==> src/rtl/rto_pkg.sv <==
package rto_pkg;
  typedef enum logic [2:0] {
    ST_CMD,
    ST_DATA,
    ST_TURN,
    ST_TX,
    ST_BRK
  } rto_state_e;
endpackage

==> src/rtl/rto_sync.sv <==
module rto_sync #(
  parameter logic RST_VAL = 1'b1
) (
  input  logic clk_i,
  input  logic rst_ni,
  input  logic d_i,
  output logic q_o
);
  logic s1_q, s2_q;

  always_ff @(posedge clk_i or negedge rst_ni) begin
    if (!rst_ni) begin
      s1_q <= RST_VAL;
      s2_q <= RST_VAL;
    end else begin
      s1_q <= d_i;
      s2_q <= s1_q;
    end
  end

  assign q_o = s2_q;
endmodule

==> src/rtl/rto_rx.sv <==
module rto_rx #(
  parameter int unsigned SMP_C = 140,
  parameter int unsigned BRK_C = 320
) (
  input  logic clk_i,
  input  logic rst_ni,
  input  logic en_i,
  input  logic line_i,
  output logic bit_vld_o,
  output logic bit_o,
  output logic brk_o
);
  localparam int unsigned CW = $clog2(BRK_C + 1);

  logic          prev_q, act_q;
  logic [CW-1:0] cnt_q;
  logic          fall;

  assign fall      = en_i & prev_q & ~line_i;
  assign bit_vld_o = act_q && (cnt_q == CW'(SMP_C));
  assign bit_o     = line_i;
  assign brk_o     = act_q && !line_i && (cnt_q == CW'(BRK_C));

  always_ff @(posedge clk_i or negedge rst_ni) begin
    if (!rst_ni) begin
      prev_q <= 1'b1;
      act_q  <= 1'b0;
      cnt_q  <= '0;
    end else begin
      prev_q <= line_i;
      if (!en_i) begin
        act_q <= 1'b0;
        cnt_q <= '0;
      end else if (fall) begin
        act_q <= 1'b1;
        cnt_q <= CW'(1);
      end else if (act_q) begin
        if (brk_o) act_q <= 1'b0;
        else if (line_i && cnt_q > CW'(SMP_C)) act_q <= 1'b0;  // bit done, line back high
        else cnt_q <= cnt_q + 1'b1;
      end
    end
  end
endmodule

==> src/rtl/rto_tx.sv <==
module rto_tx #(
  parameter int unsigned DW      = 8,
  parameter int unsigned START_C = 80,
  parameter int unsigned ZERO_C  = 240,
  parameter int unsigned BIT_C   = 420
) (
  input  logic          clk_i,
  input  logic          rst_ni,
  input  logic          start_i,
  input  logic [DW-1:0] data_i,
  output logic          pull_o,
  output logic          done_o
);
  localparam int unsigned CW = $clog2(BIT_C);
  localparam int unsigned IW = $clog2(DW);

  logic          busy_q, done_q;
  logic [DW-1:0] sh_q;
  logic [IW-1:0] idx_q;
  logic [CW-1:0] cnt_q;
  logic          last;

  assign last   = cnt_q == CW'(BIT_C - 1);
  assign pull_o = busy_q && ((cnt_q < CW'(START_C)) || (!sh_q[0] && cnt_q < CW'(ZERO_C)));
  assign done_o = done_q;

  always_ff @(posedge clk_i or negedge rst_ni) begin
    if (!rst_ni) begin
      busy_q <= 1'b0;
      done_q <= 1'b0;
      sh_q   <= '0;
      idx_q  <= '0;
      cnt_q  <= '0;
    end else begin
      done_q <= 1'b0;
      if (start_i) begin
        busy_q <= 1'b1;
        sh_q   <= data_i;
        idx_q  <= '0;
        cnt_q  <= '0;
      end else if (busy_q) begin
        if (last) begin
          cnt_q <= '0;
          sh_q  <= sh_q >> 1;
          idx_q <= idx_q + 1'b1;
          if (idx_q == IW'(DW - 1)) begin
            busy_q <= 1'b0;
            done_q <= 1'b1;
          end
        end else begin
          cnt_q <= cnt_q + 1'b1;
        end
      end
    end
  end
endmodule

==> src/rtl/rto_target.sv <==
module rto_target #(
  parameter int unsigned CYC_PER_US = 16,
  parameter int unsigned DW         = 8,
  parameter int unsigned SMP_US     = 70,
  parameter int unsigned BRK_US     = 160,
  parameter int unsigned REC_US     = 20,
  parameter int unsigned TURN_US    = 200,
  parameter int unsigned START_US   = 40,
  parameter int unsigned ZERO_US    = 120,
  parameter int unsigned BIT_US     = 210
) (
  input  logic          clk_i,
  input  logic          rst_ni,
  input  logic          line_i,
  output logic          line_pull_o,
  output logic [DW-2:0] reg_addr_o,
  output logic [DW-1:0] reg_wdata_o,
  output logic          reg_we_o,
  input  logic [DW-1:0] reg_rdata_i,
  input  logic          addr_valid_i
);
  import rto_pkg::*;

  localparam int unsigned AW      = DW - 1;
  localparam int unsigned NBW     = $clog2(DW);
  localparam int unsigned SMP_C   = SMP_US * CYC_PER_US;
  localparam int unsigned BRK_C   = BRK_US * CYC_PER_US;
  localparam int unsigned REC_C   = REC_US * CYC_PER_US;
  localparam int unsigned TURN_C  = TURN_US * CYC_PER_US;
  localparam int unsigned START_C = START_US * CYC_PER_US;
  localparam int unsigned ZERO_C  = ZERO_US * CYC_PER_US;
  localparam int unsigned BIT_C   = BIT_US * CYC_PER_US;
  localparam int unsigned WC      = $clog2(TURN_C + REC_C + 1);

  rto_state_e     state_q;
  logic           line_s;
  logic           bit_vld, bit_val, brk;
  logic           tx_start_q, tx_done;
  logic [DW-1:0]  sh_q, sh_nxt;
  logic [NBW-1:0] nbit_q;
  logic [WC-1:0]  cnt_q;
  logic [AW-1:0]  addr_q;
  logic [DW-1:0]  wdata_q;
  logic           we_q;
  logic           byte_done;

  rto_sync #(.RST_VAL(1'b1)) i_sync (
    .clk_i (clk_i),
    .rst_ni(rst_ni),
    .d_i   (line_i),
    .q_o   (line_s)
  );

  rto_rx #(.SMP_C(SMP_C), .BRK_C(BRK_C)) i_rx (
    .clk_i    (clk_i),
    .rst_ni   (rst_ni),
    .en_i     (state_q != ST_TX),
    .line_i   (line_s),
    .bit_vld_o(bit_vld),
    .bit_o    (bit_val),
    .brk_o    (brk)
  );

  rto_tx #(.DW(DW), .START_C(START_C), .ZERO_C(ZERO_C), .BIT_C(BIT_C)) i_tx (
    .clk_i  (clk_i),
    .rst_ni (rst_ni),
    .start_i(tx_start_q),
    .data_i (reg_rdata_i),
    .pull_o (line_pull_o),
    .done_o (tx_done)
  );

  // LSB arrives first: shift in at the top
  assign sh_nxt    = {bit_val, sh_q[DW-1:1]};
  assign byte_done = bit_vld && (nbit_q == NBW'(DW - 1));

  always_ff @(posedge clk_i or negedge rst_ni) begin
    if (!rst_ni) begin
      state_q    <= ST_CMD;
      sh_q       <= '0;
      nbit_q     <= '0;
      cnt_q      <= '0;
      addr_q     <= '0;
      wdata_q    <= '0;
      we_q       <= 1'b0;
      tx_start_q <= 1'b0;
    end else begin
      we_q       <= 1'b0;
      tx_start_q <= 1'b0;
      unique case (state_q)
        ST_CMD, ST_DATA: begin
          if (brk) begin
            state_q <= ST_BRK;
            nbit_q  <= '0;
            cnt_q   <= '0;
          end else if (bit_vld) begin
            sh_q   <= sh_nxt;
            nbit_q <= nbit_q + 1'b1;
            if (byte_done) begin
              nbit_q <= '0;
              cnt_q  <= '0;
              if (state_q == ST_CMD) begin
                addr_q  <= sh_nxt[AW-1:0];
                state_q <= sh_nxt[DW-1] ? ST_DATA : ST_TURN;
              end else begin
                wdata_q <= sh_nxt;
                we_q    <= addr_valid_i;
                state_q <= ST_CMD;
              end
            end
          end
        end
        ST_TURN: begin
          // turnaround counts from the line being high after the last command bit
          if (brk) begin
            state_q <= ST_BRK;
            cnt_q   <= '0;
          end else if (!line_s) begin
            cnt_q <= '0;
          end else if (cnt_q == WC'(TURN_C - 1)) begin
            cnt_q      <= '0;
            tx_start_q <= 1'b1;
            state_q    <= ST_TX;
          end else begin
            cnt_q <= cnt_q + 1'b1;
          end
        end
        ST_TX: begin
          if (tx_done) state_q <= ST_CMD;
        end
        ST_BRK: begin
          if (!line_s) begin
            cnt_q <= '0;
          end else if (cnt_q == WC'(REC_C - 1)) begin
            cnt_q   <= '0;
            state_q <= ST_CMD;
          end else begin
            cnt_q <= cnt_q + 1'b1;
          end
        end
        default: state_q <= ST_CMD;
      endcase
    end
  end

  assign reg_addr_o  = addr_q;
  assign reg_wdata_o = wdata_q;
  assign reg_we_o    = we_q;
endmodule

==> config.mk <==
export PLATFORM = sky130hd
export DESIGN_NAME = rto_target
export DESIGN_NICKNAME = d
export VERILOG_FILES = /design/src/rtl/rto_pkg.sv /design/src/rtl/rto_sync.sv /design/src/rtl/rto_rx.sv /design/src/rtl/rto_tx.sv /design/src/rtl/rto_target.sv
export SDC_FILE = /design/constraint.sdc
export NUM_CORES = 1
export LEC_CHECK = 0
export BUFFER_PORTS_ARGS = -buffer_cell sky130_fd_sc_hd__buf_2
export CAP_MARGIN = 30
export CORE_AREA = 3 3 122 124
export CTS_BUF_LIST = sky130_fd_sc_hd__clkbuf_4
export CTS_CLUSTER_DIAMETER = 120
export DETAILED_ROUTE_END_ITERATION = 6
export DIE_AREA = 0 0 125 127
export PLACE_DENSITY = 0.41
export SLEW_MARGIN = 15
export SYNTH_ARGS = -nofsm -noshare
export SYNTH_HDL_FRONTEND = slang
export SYNTH_SLANG_ARGS = --single-unit
==> constraint.sdc <==
create_clock -name clk_i -period 2.9 [get_ports clk_i]
set_input_delay 0.87 -clock clk_i [delete_from_list [all_inputs] [get_ports clk_i]]
set_output_delay 0.87 -clock clk_i [all_outputs]
set_load 0.05 [all_outputs]
==> reports/qor.txt, run 1 <==
Top-count cell post-synth -> sky130_fd_sc_hd__dfrtp_1
Routed len/inst -> 14.63 um
DR iter-0 viols -> 215
Routability cong. -> 0.7671
Gate count of the mapped netlist -> 417
Via count -> 3265
Shortest clock period the worst path allows after layout -> 2.724 ns
Power per cell area -> 443.6 nW/um^2
Global-route wire length before repair -> 16.22 mm
Final Routed Wirelength -> 9.410 mm
Cells resized by post-CTS repair -> 0
Largest cells by area after synthesis -> sky130_fd_sc_hd__dfrtp_1, sky130_fd_sc_hd__nand2_1, sky130_fd_sc_hd__mux2_2
Proportion of register bits with asynchronous set or reset after synthesis -> 1.000
Post-synthesis sequential area ratio -> 0.5002
Setup violators final -> 0
Remaining global-route overflow -> 0
Synth Warn # -> 0
Worst min-delay path category -> input pin to asynchronous set/reset pin
Post-synth net total -> 437
I/O pin cnt -> 29
Part of the power in combinational logic -> 0.062
Total net switching power -> 0.5241 mW
Final core utilization -> 0.3437
List of cells traversed by the critical path -> inv_1, ha_1, or4b_4, nor4_4, o32ai_2, buf_6, or4_1, a21oi_1
Final max-slew violation count -> 0
Max_slew headroom -> 0.5978
Number of rows in the core area -> 43
Filler Cell Count -> 1422
Type of the worst setup path -> register to register
Worst vdd rail ir drop -> 156.8 uV
Least-Margin Pin Slew -> 0.5880 ns
Clock latency of the later-clocked register in the worst-skew pair -> 0.46 ns
Total leakage power -> 2.189 nW
Cell type with the highest aggregate area in the netlist -> sky130_fd_sc_hd__dfrtp_1
Routing usage on met1 -> 0.1663
Depth of the CTS H-tree -> 3
Maximum Capacitance Violations -> 0
Share of power burned in the clock network -> 0.364
Nature of the critical path endpoint -> register
Signed area change from the synthesized netlist to the final layout -> 14.68%
Buffer depth of the longest clock path -> 2
Number of synthesized flops with an enable pin -> 0
CTS tree -> built
Die height -> 127 um
Crit start category -> register
Core Footprint -> 13880 sq um
Main synth FF type -> sky130_fd_sc_hd__dfrtp_1
Post-route DRC -> 0
Area of the mapped netlist -> 4160 sq um
Met2 Track Usage GR -> 0.1968
Number of hold buffers added after cts -> 0
Share of Yosys cell area claimed by the top area cell type -> 0.4812
Number of detailed-routing iterations run before antenna repair -> 4
Number of storage elements in the synthesis netlist -> 83
Pin count of the biggest net entering global routing -> 38
Final HPWL from detailed placement -> 6.663 mm
Clock root cell -> sky130_fd_sc_hd__clkbuf_4
Starting Density -> 0.2997
GR Util met3 -> 0.03135
Post-detailed-route count of antenna-violating nets -> 0
CP max stage cell -> sky130_fd_sc_hd__or4b_4
GRT busiest layer -> met2
Layout cells sized above 1 -> 0.1879
Area enclosed by the die boundary -> 15880 sq um
Area taken by flip-flops and latches -> 2081 sq um
Arrival time at the worst endpoint -> 3.10 ns
Multi-input logic area -> 1963 sq um
Largest stage delay on the critical path -> 0.48 ns
Post-CTS Setup Inserts -> 0
Top cells by count, synth -> sky130_fd_sc_hd__dfrtp_1, sky130_fd_sc_hd__nand2_1, sky130_fd_sc_hd__nor2_1, sky130_fd_sc_hd__nand3_1, sky130_fd_sc_hd__o21ai_0
# clock sinks -> 83
Synth unique cells -> 60
Chip Width -> 125 um
Clock buffer count from CTS -> 9
Total global-route track usage -> 0.1254
Number of nets in the finished design -> 478
Part of the total power dissipated in sequential elements -> 0.574
Post-layout total power -> 2.116 mW
Net Sw Frac -> 0.2477
Diode count -> 0
Worst Clk Skew -> 0.01805 ns
Maximum net fanout on the critical path -> 15
Sum Neg Setup Slack -> 0 ns
Unrepaired setup endpoints after global routing -> no
Period utilization -> 0.9391
Via-per-instance ratio -> 5.078
Hold Vio Cnt, Final -> 0
Highest clock rate -> 367.2 MHz
Internal Pwr Total -> 1.592 mW
Number of global-route vias before repair -> 3216
Run status -> finished clean
Number of antenna violations at the first check in global routing -> 0
Clock transition at the registers of the reported paths -> 0.14 ns
Input/output buffers -> 28
Mean instance size in the synthesized netlist -> 9.977 sq um
Required time reported for the critical path endpoint -> 3.28 ns
## power groups by stage
stage          Sequential (mW)  Combinational, mW  Clock, mW
2_1_floorplan             1.23             0.0778          0
3_3_place_gp              1.23              0.134          0
3_5_place_dp              1.24              0.134          0
4_1_cts                   1.22              0.135      0.809
5_1_grt                   1.22              0.152      0.861
6_report                  1.21              0.131      0.771
## critical path: cells and delay by family (launching register included)
family                   cells  cell delay (ns)
flip-flops                   1             0.46
buffers and inverters        2             0.28
adder cells (fa/ha/maj)      1             0.15
AND/OR/NAND/NOR              3             1.37
AO/OA/AOI/OAI                2             0.40
## cell families after synthesis
kind of cell | Yosys count | share of synthesized area
xor+xnor | 11 | 0.02316
buf+inv | 29 | 0.03007
fa+ha+maj | 8 | 0.02406
simple gates | 180 | 0.2238
mux | 25 | 0.06526
compound gates | 81 | 0.1335
flops | 83 | 0.5002
## path summary, 6_finish.rpt
kind                                      startpoint                          to  slack [ns]  cells past startpoint
hold reg to reg                i_sync.s1_q$_DFF_PN1_        i_sync.q_o$_DFF_PN1_        0.37                      0
setup reg to reg           i_rx.cnt_q[0]$_DFFE_PN0P_   i_rx.cnt_q[9]$_DFFE_PN0P_        0.18                      8
max in group asynchronous                     rst_ni        i_sync.q_o$_DFF_PN1_        1.94                      2
min in group clk_i             i_sync.s1_q$_DFF_PN1_        i_sync.q_o$_DFF_PN1_        0.37                      0
setup / recovery           i_rx.cnt_q[0]$_DFFE_PN0P_   i_rx.cnt_q[9]$_DFFE_PN0P_        0.18                      8
hold / removal                                rst_ni  reg_wdata_o[2]$_DFFE_PN0P_        0.33                      1
## sequential cells by signal (all words and copies together) (netlist names), 3 cells and up
name / cells
sh_q: 7
nbit_q: 3
cnt_q: 12
i_rx.cnt_q: 12
i_tx.idx_q: 3
reg_addr_o: 7
i_tx.cnt_q: 12
i_tx.sh_q: 8
state_q: 3
reg_wdata_o: 8
## per-layer routing
metal  vias up  wire length [um]
met5         -                 0
li1       1598                 -
met1      1589              4635
met2        61              4202
met4         0               188
met3        17               383
## stage by stage
stage	std cells	hold WS (ns)	setup WS [ns]	instance area (sq um)
final	643	0.3303	0.1765	4771
after global placement	626	0.3471	0.2364	4603
after detailed placement	627	0.3475	0.1588	4614
after global routing	643	0.3185	0.01107	4771
after floorplan	417	0.3452	0.03524	4160
after CTS	643	0.3196	0.1365	4770
## layout by cell type (no fill, tap or decap), drive strengths merged, types with 5 or more instances in the layout
master  netlist  layout
dfrtp        80      80
nand2        61      61
buf           5      47
nor2         34      34
nand3        21      21
o21ai        21      21
mux2         17      17
a21oi        13      13
inv          12      13
nor3         10      10
clkbuf       12      10
or3           8       8
nand4         8       8
o211ai        8       8
mux2i         8       8
xor2          8       8
ha            8       8
a22o          6       6
and3          6       6
and2          6       6
a21o          5       5
and4          5       5
## area by class of cell
class	count	area share
multi-input combinational	305	0.4115
inverter	12	0.009441
sequential	83	0.4361
clock buffer	10	0.01574
clock inverter	6	0.01678
tap	180	0.04721
timing repair buffer	47	0.06320
Power figures use the tool's default switching activity.
==> run 2: changes to the inputs <==
--- a/config.mk
+++ b/config.mk
@@ -7,13 +7,14 @@
 export LEC_CHECK = 0
 export BUFFER_PORTS_ARGS = -buffer_cell sky130_fd_sc_hd__buf_2
 export CAP_MARGIN = 30
-export CORE_AREA = 3 3 122 124
+export CORE_AREA = 3 3 124 126
 export CTS_BUF_LIST = sky130_fd_sc_hd__clkbuf_4
 export CTS_CLUSTER_DIAMETER = 120
 export DETAILED_ROUTE_END_ITERATION = 6
-export DIE_AREA = 0 0 125 127
+export DIE_AREA = 0 0 127 129
 export PLACE_DENSITY = 0.41
 export SLEW_MARGIN = 15
 export SYNTH_ARGS = -nofsm -noshare
 export SYNTH_HDL_FRONTEND = slang
+export SYNTH_HIERARCHICAL = 1
 export SYNTH_SLANG_ARGS = --single-unit
==> reports/qor.txt, run 2 <==
Number of hold buffers added after cts -> 0
Area of the mapped netlist -> 4277 sq um
Signed area change from the synthesized netlist to the final layout -> 11.91%
Max_slew headroom -> 0.5472
Number of storage elements in the synthesis netlist -> 83
Post-synthesis sequential area ratio -> 0.4865
Diode count -> 0
Largest registers ranked by flip-flop count -> cnt_q: 12 flops, i_rx/cnt_q: 12 flops, i_tx/cnt_q: 12 flops
Period utilization -> 0.9289
List of cells traversed by the critical path -> inv_1, ha_1, or4b_1, nor3_2, nor4b_2, buf_4, nand3_2, mux2_2
Synth Warn # -> 6
Post-synth net total -> 430
Reg-to-Reg Start -> i_rx/cnt_q[0]$_DFFE_PN0P_
Number of nets in the finished design -> 460
Main synth FF type -> sky130_fd_sc_hd__dfrtp_1
Least-Margin Pin Slew -> 0.6746 ns
Final HPWL from detailed placement -> 6.263 mm
Total global-route track usage -> 0.1195
Maximum Capacitance Violations -> 0
Number of rows in the core area -> 44
Proportion of register bits with asynchronous set or reset after synthesis -> 1.000
Shortest clock period the worst path allows after layout -> 2.694 ns
Pin count of the biggest net entering global routing -> 37
Clock latency of the later-clocked register in the worst-skew pair -> 0.47 ns
Worst Clk Skew -> 0.02104 ns
Via count -> 3124
Chip Width -> 127 um
Worst slack at placement -> 0.1143 ns
Run status -> finished clean
Power per cell area -> 449.1 nW/um^2
Clock transition at the registers of the reported paths -> 0.14 ns
Depth of the CTS H-tree -> 3
Most frequent cells in the layout -> sky130_fd_sc_hd__dfrtp_1, sky130_fd_sc_hd__nand2_1, sky130_fd_sc_hd__nor2_1, sky130_fd_sc_hd__buf_2, sky130_fd_sc_hd__mux2_2
Layout cells sized above 1 -> 0.2404
Core Footprint -> 14420 sq um
CP max stage cell -> sky130_fd_sc_hd__or4b_1
Number of antenna violations at the first check in global routing -> 0
Largest stage delay on the critical path -> 0.54 ns
Source of the critical timing path -> i_rx/cnt_q[0]$_DFFE_PN0P_
Routed len/inst -> 14.48 um
Post-route DRC -> 0
Hold Vio Cnt, Final -> 0
Post-detailed-route count of antenna-violating nets -> 0
Unrepaired setup endpoints after global routing -> no
Number of synthesized flops with an enable pin -> 0
Crit start category -> register
I/O pin cnt -> 29
Top cells by count, synth -> sky130_fd_sc_hd__dfrtp_1, sky130_fd_sc_hd__nand2_1, sky130_fd_sc_hd__nor2_1, sky130_fd_sc_hd__mux2_2, sky130_fd_sc_hd__a21oi_1
Worst min-delay path category -> input pin to asynchronous set/reset pin
Worst vdd rail ir drop -> 175.0 uV
Share of Yosys cell area claimed by the top area cell type -> 0.4681
Area enclosed by the die boundary -> 16380 sq um
Input/output buffers -> 28
Final Routed Wirelength -> 9.106 mm
Largest cells by area after synthesis -> sky130_fd_sc_hd__dfrtp_1, sky130_fd_sc_hd__mux2_2, sky130_fd_sc_hd__nand2_1
CTS tree -> built
PnR worst setup slack -> 0.2062 ns
Required time reported for the critical path endpoint -> 3.25 ns
Remaining global-route overflow -> 0
Clock buffer count from CTS -> 9
Setup violators final -> 0
Via-per-instance ratio -> 4.967
Most common library cell in the layout ignoring fill and taps -> sky130_fd_sc_hd__dfrtp_1
Arrival time at the worst endpoint -> 3.05 ns
Cell type with the highest aggregate area in the netlist -> sky130_fd_sc_hd__dfrtp_1
Gate count of the mapped netlist -> 410
Starting Density -> 0.2965
Sum Neg Setup Slack -> 0 ns
Top-count cell post-synth -> sky130_fd_sc_hd__dfrtp_1
Buffer depth of the longest clock path -> 2
# clock sinks -> 83
DR iter-0 viols -> 157
Clock root cell -> sky130_fd_sc_hd__clkbuf_4
Nature of the critical path endpoint -> register
Global-route wire length before repair -> 15.87 mm
Synth unique cells -> 67
Routability cong. -> 0.7582
Highest clock rate -> 371.2 MHz
Type of the worst setup path -> register to register
Die height -> 129 um
Number of global-route vias before repair -> 3148
Final max-slew violation count -> 0
Maximum net fanout on the critical path -> 10
Mean instance size in the synthesized netlist -> 10.43 sq um
Total leakage power -> 2.156 nW
Number of detailed-routing iterations run before antenna repair -> 4
-- run 2: changes by cell type after synthesis, moves of 6 or more --
cell / previous run / this run
sky130_fd_sc_hd__mux2_2: 16 / 24
sky130_fd_sc_hd__o211ai_1: 8 / 2
sky130_fd_sc_hd__nor2b_1: 1 / 11
sky130_fd_sc_hd__nand3_1: 20 / 14
sky130_fd_sc_hd__nand2_1: 61 / 35
sky130_fd_sc_hd__or3_1: 8 / 0
sky130_fd_sc_hd__mux2i_1: 8 / 1
sky130_fd_sc_hd__clkbuf_1: 12 / 5
sky130_fd_sc_hd__nor3_1: 10 / 16
sky130_fd_sc_hd__a31oi_1: 2 / 11
sky130_fd_sc_hd__a21oi_1: 13 / 23
sky130_fd_sc_hd__o21ai_1: 1 / 14
-- run 2: layer usage --
| layer | share of wire | up-vias | GRT usage |
|---|---|---|---|
| li1 | - | 1550 | - |
| met1 | 0.51 | 1521 | 0.1635 |
| met2 | 0.44 | 36 | 0.1809 |
| met3 | 0.028 | 17 | 0.02408 |
| met4 | 0.023 | 0 | 0.05868 |
| met5 | 0 | - | 0 |
-- run 2: worst paths after layout --
check	endpoint	slack (ns)	cells after the start
worst min register to register	i_sync/q_o$_DFF_PN1_	0.37	0
worst max register to register	reg_wdata_o[0]$_DFFE_PN0P_	0.21	8
worst max-delay path	reg_wdata_o[0]$_DFFE_PN0P_	0.21	8
max in group asynchronous	i_rx/cnt_q[0]$_DFFE_PN0P_	1.88	2
worst min-delay path	cnt_q[2]$_DFFE_PN0P_	0.35	1
min in group clk_i	i_sync/q_o$_DFF_PN1_	0.37	0
-- run 2: timing repair --
action,CTS,global route
resized for setup,3,2
setup endpoints to repair,1,27
buffers inserted,2,0
pin swaps,0,1
-- run 2: layout make-up --
type                    count  area, sq um
clock buffers               9        67.56
clock inverters             7        98.84
fillers                  1487         9638
inverters                  15        56.30
multi-input cells         294         2024
flip-flops and latches     83         2083
well taps                 184        230.2
repair buffers             37        225.2
-- run 2: through the flow --
step	utilization	hold slack (ns)	power [mW]	cells	cell area [sq um]
2_1_floorplan	-	0.3452	1.305	410	4283
4_1_cts	0.3310	0.3432	2.185	629	4775
3_3_place_gp	0.3181	0.3478	1.365	611	4588
6_report	0.3318	0.3543	2.149	629	4786
3_5_place_dp	0.3181	0.3513	1.366	611	4588
5_1_grt	0.3318	0.3707	2.257	629	4786
-- run 2: cells by family (layout without fill, tap and decap cells) --
kind of cell | Yosys count | after routing | synth area share
and+or+nand+nor | 154 | 154 | 0.2115
AOI/OAI and AO/OA | 94 | 94 | 0.1393
DFF | 83 | 83 | 0.4865
buffers and inverters | 33 | 68 | 0.04564
muxes | 26 | 26 | 0.06905
xor gates and xnor gates | 12 | 12 | 0.02458
adders and majority gates | 8 | 8 | 0.02341
-- run 2: report_power, final --
group | internal (mW) | switching [mW]
registers | 1.19 | 0.0361
logic | 0.0507 | 0.0757
clock network | 0.355 | 0.446
-- run 2: worst max-delay path, delay by kind of cell, from the launching register on --
kind          cells  cell delay [ns]
buf+inv           2             0.30
flops             1             0.44
mux               1             0.35
fa+ha+maj         1             0.15
simple gates      4             1.35
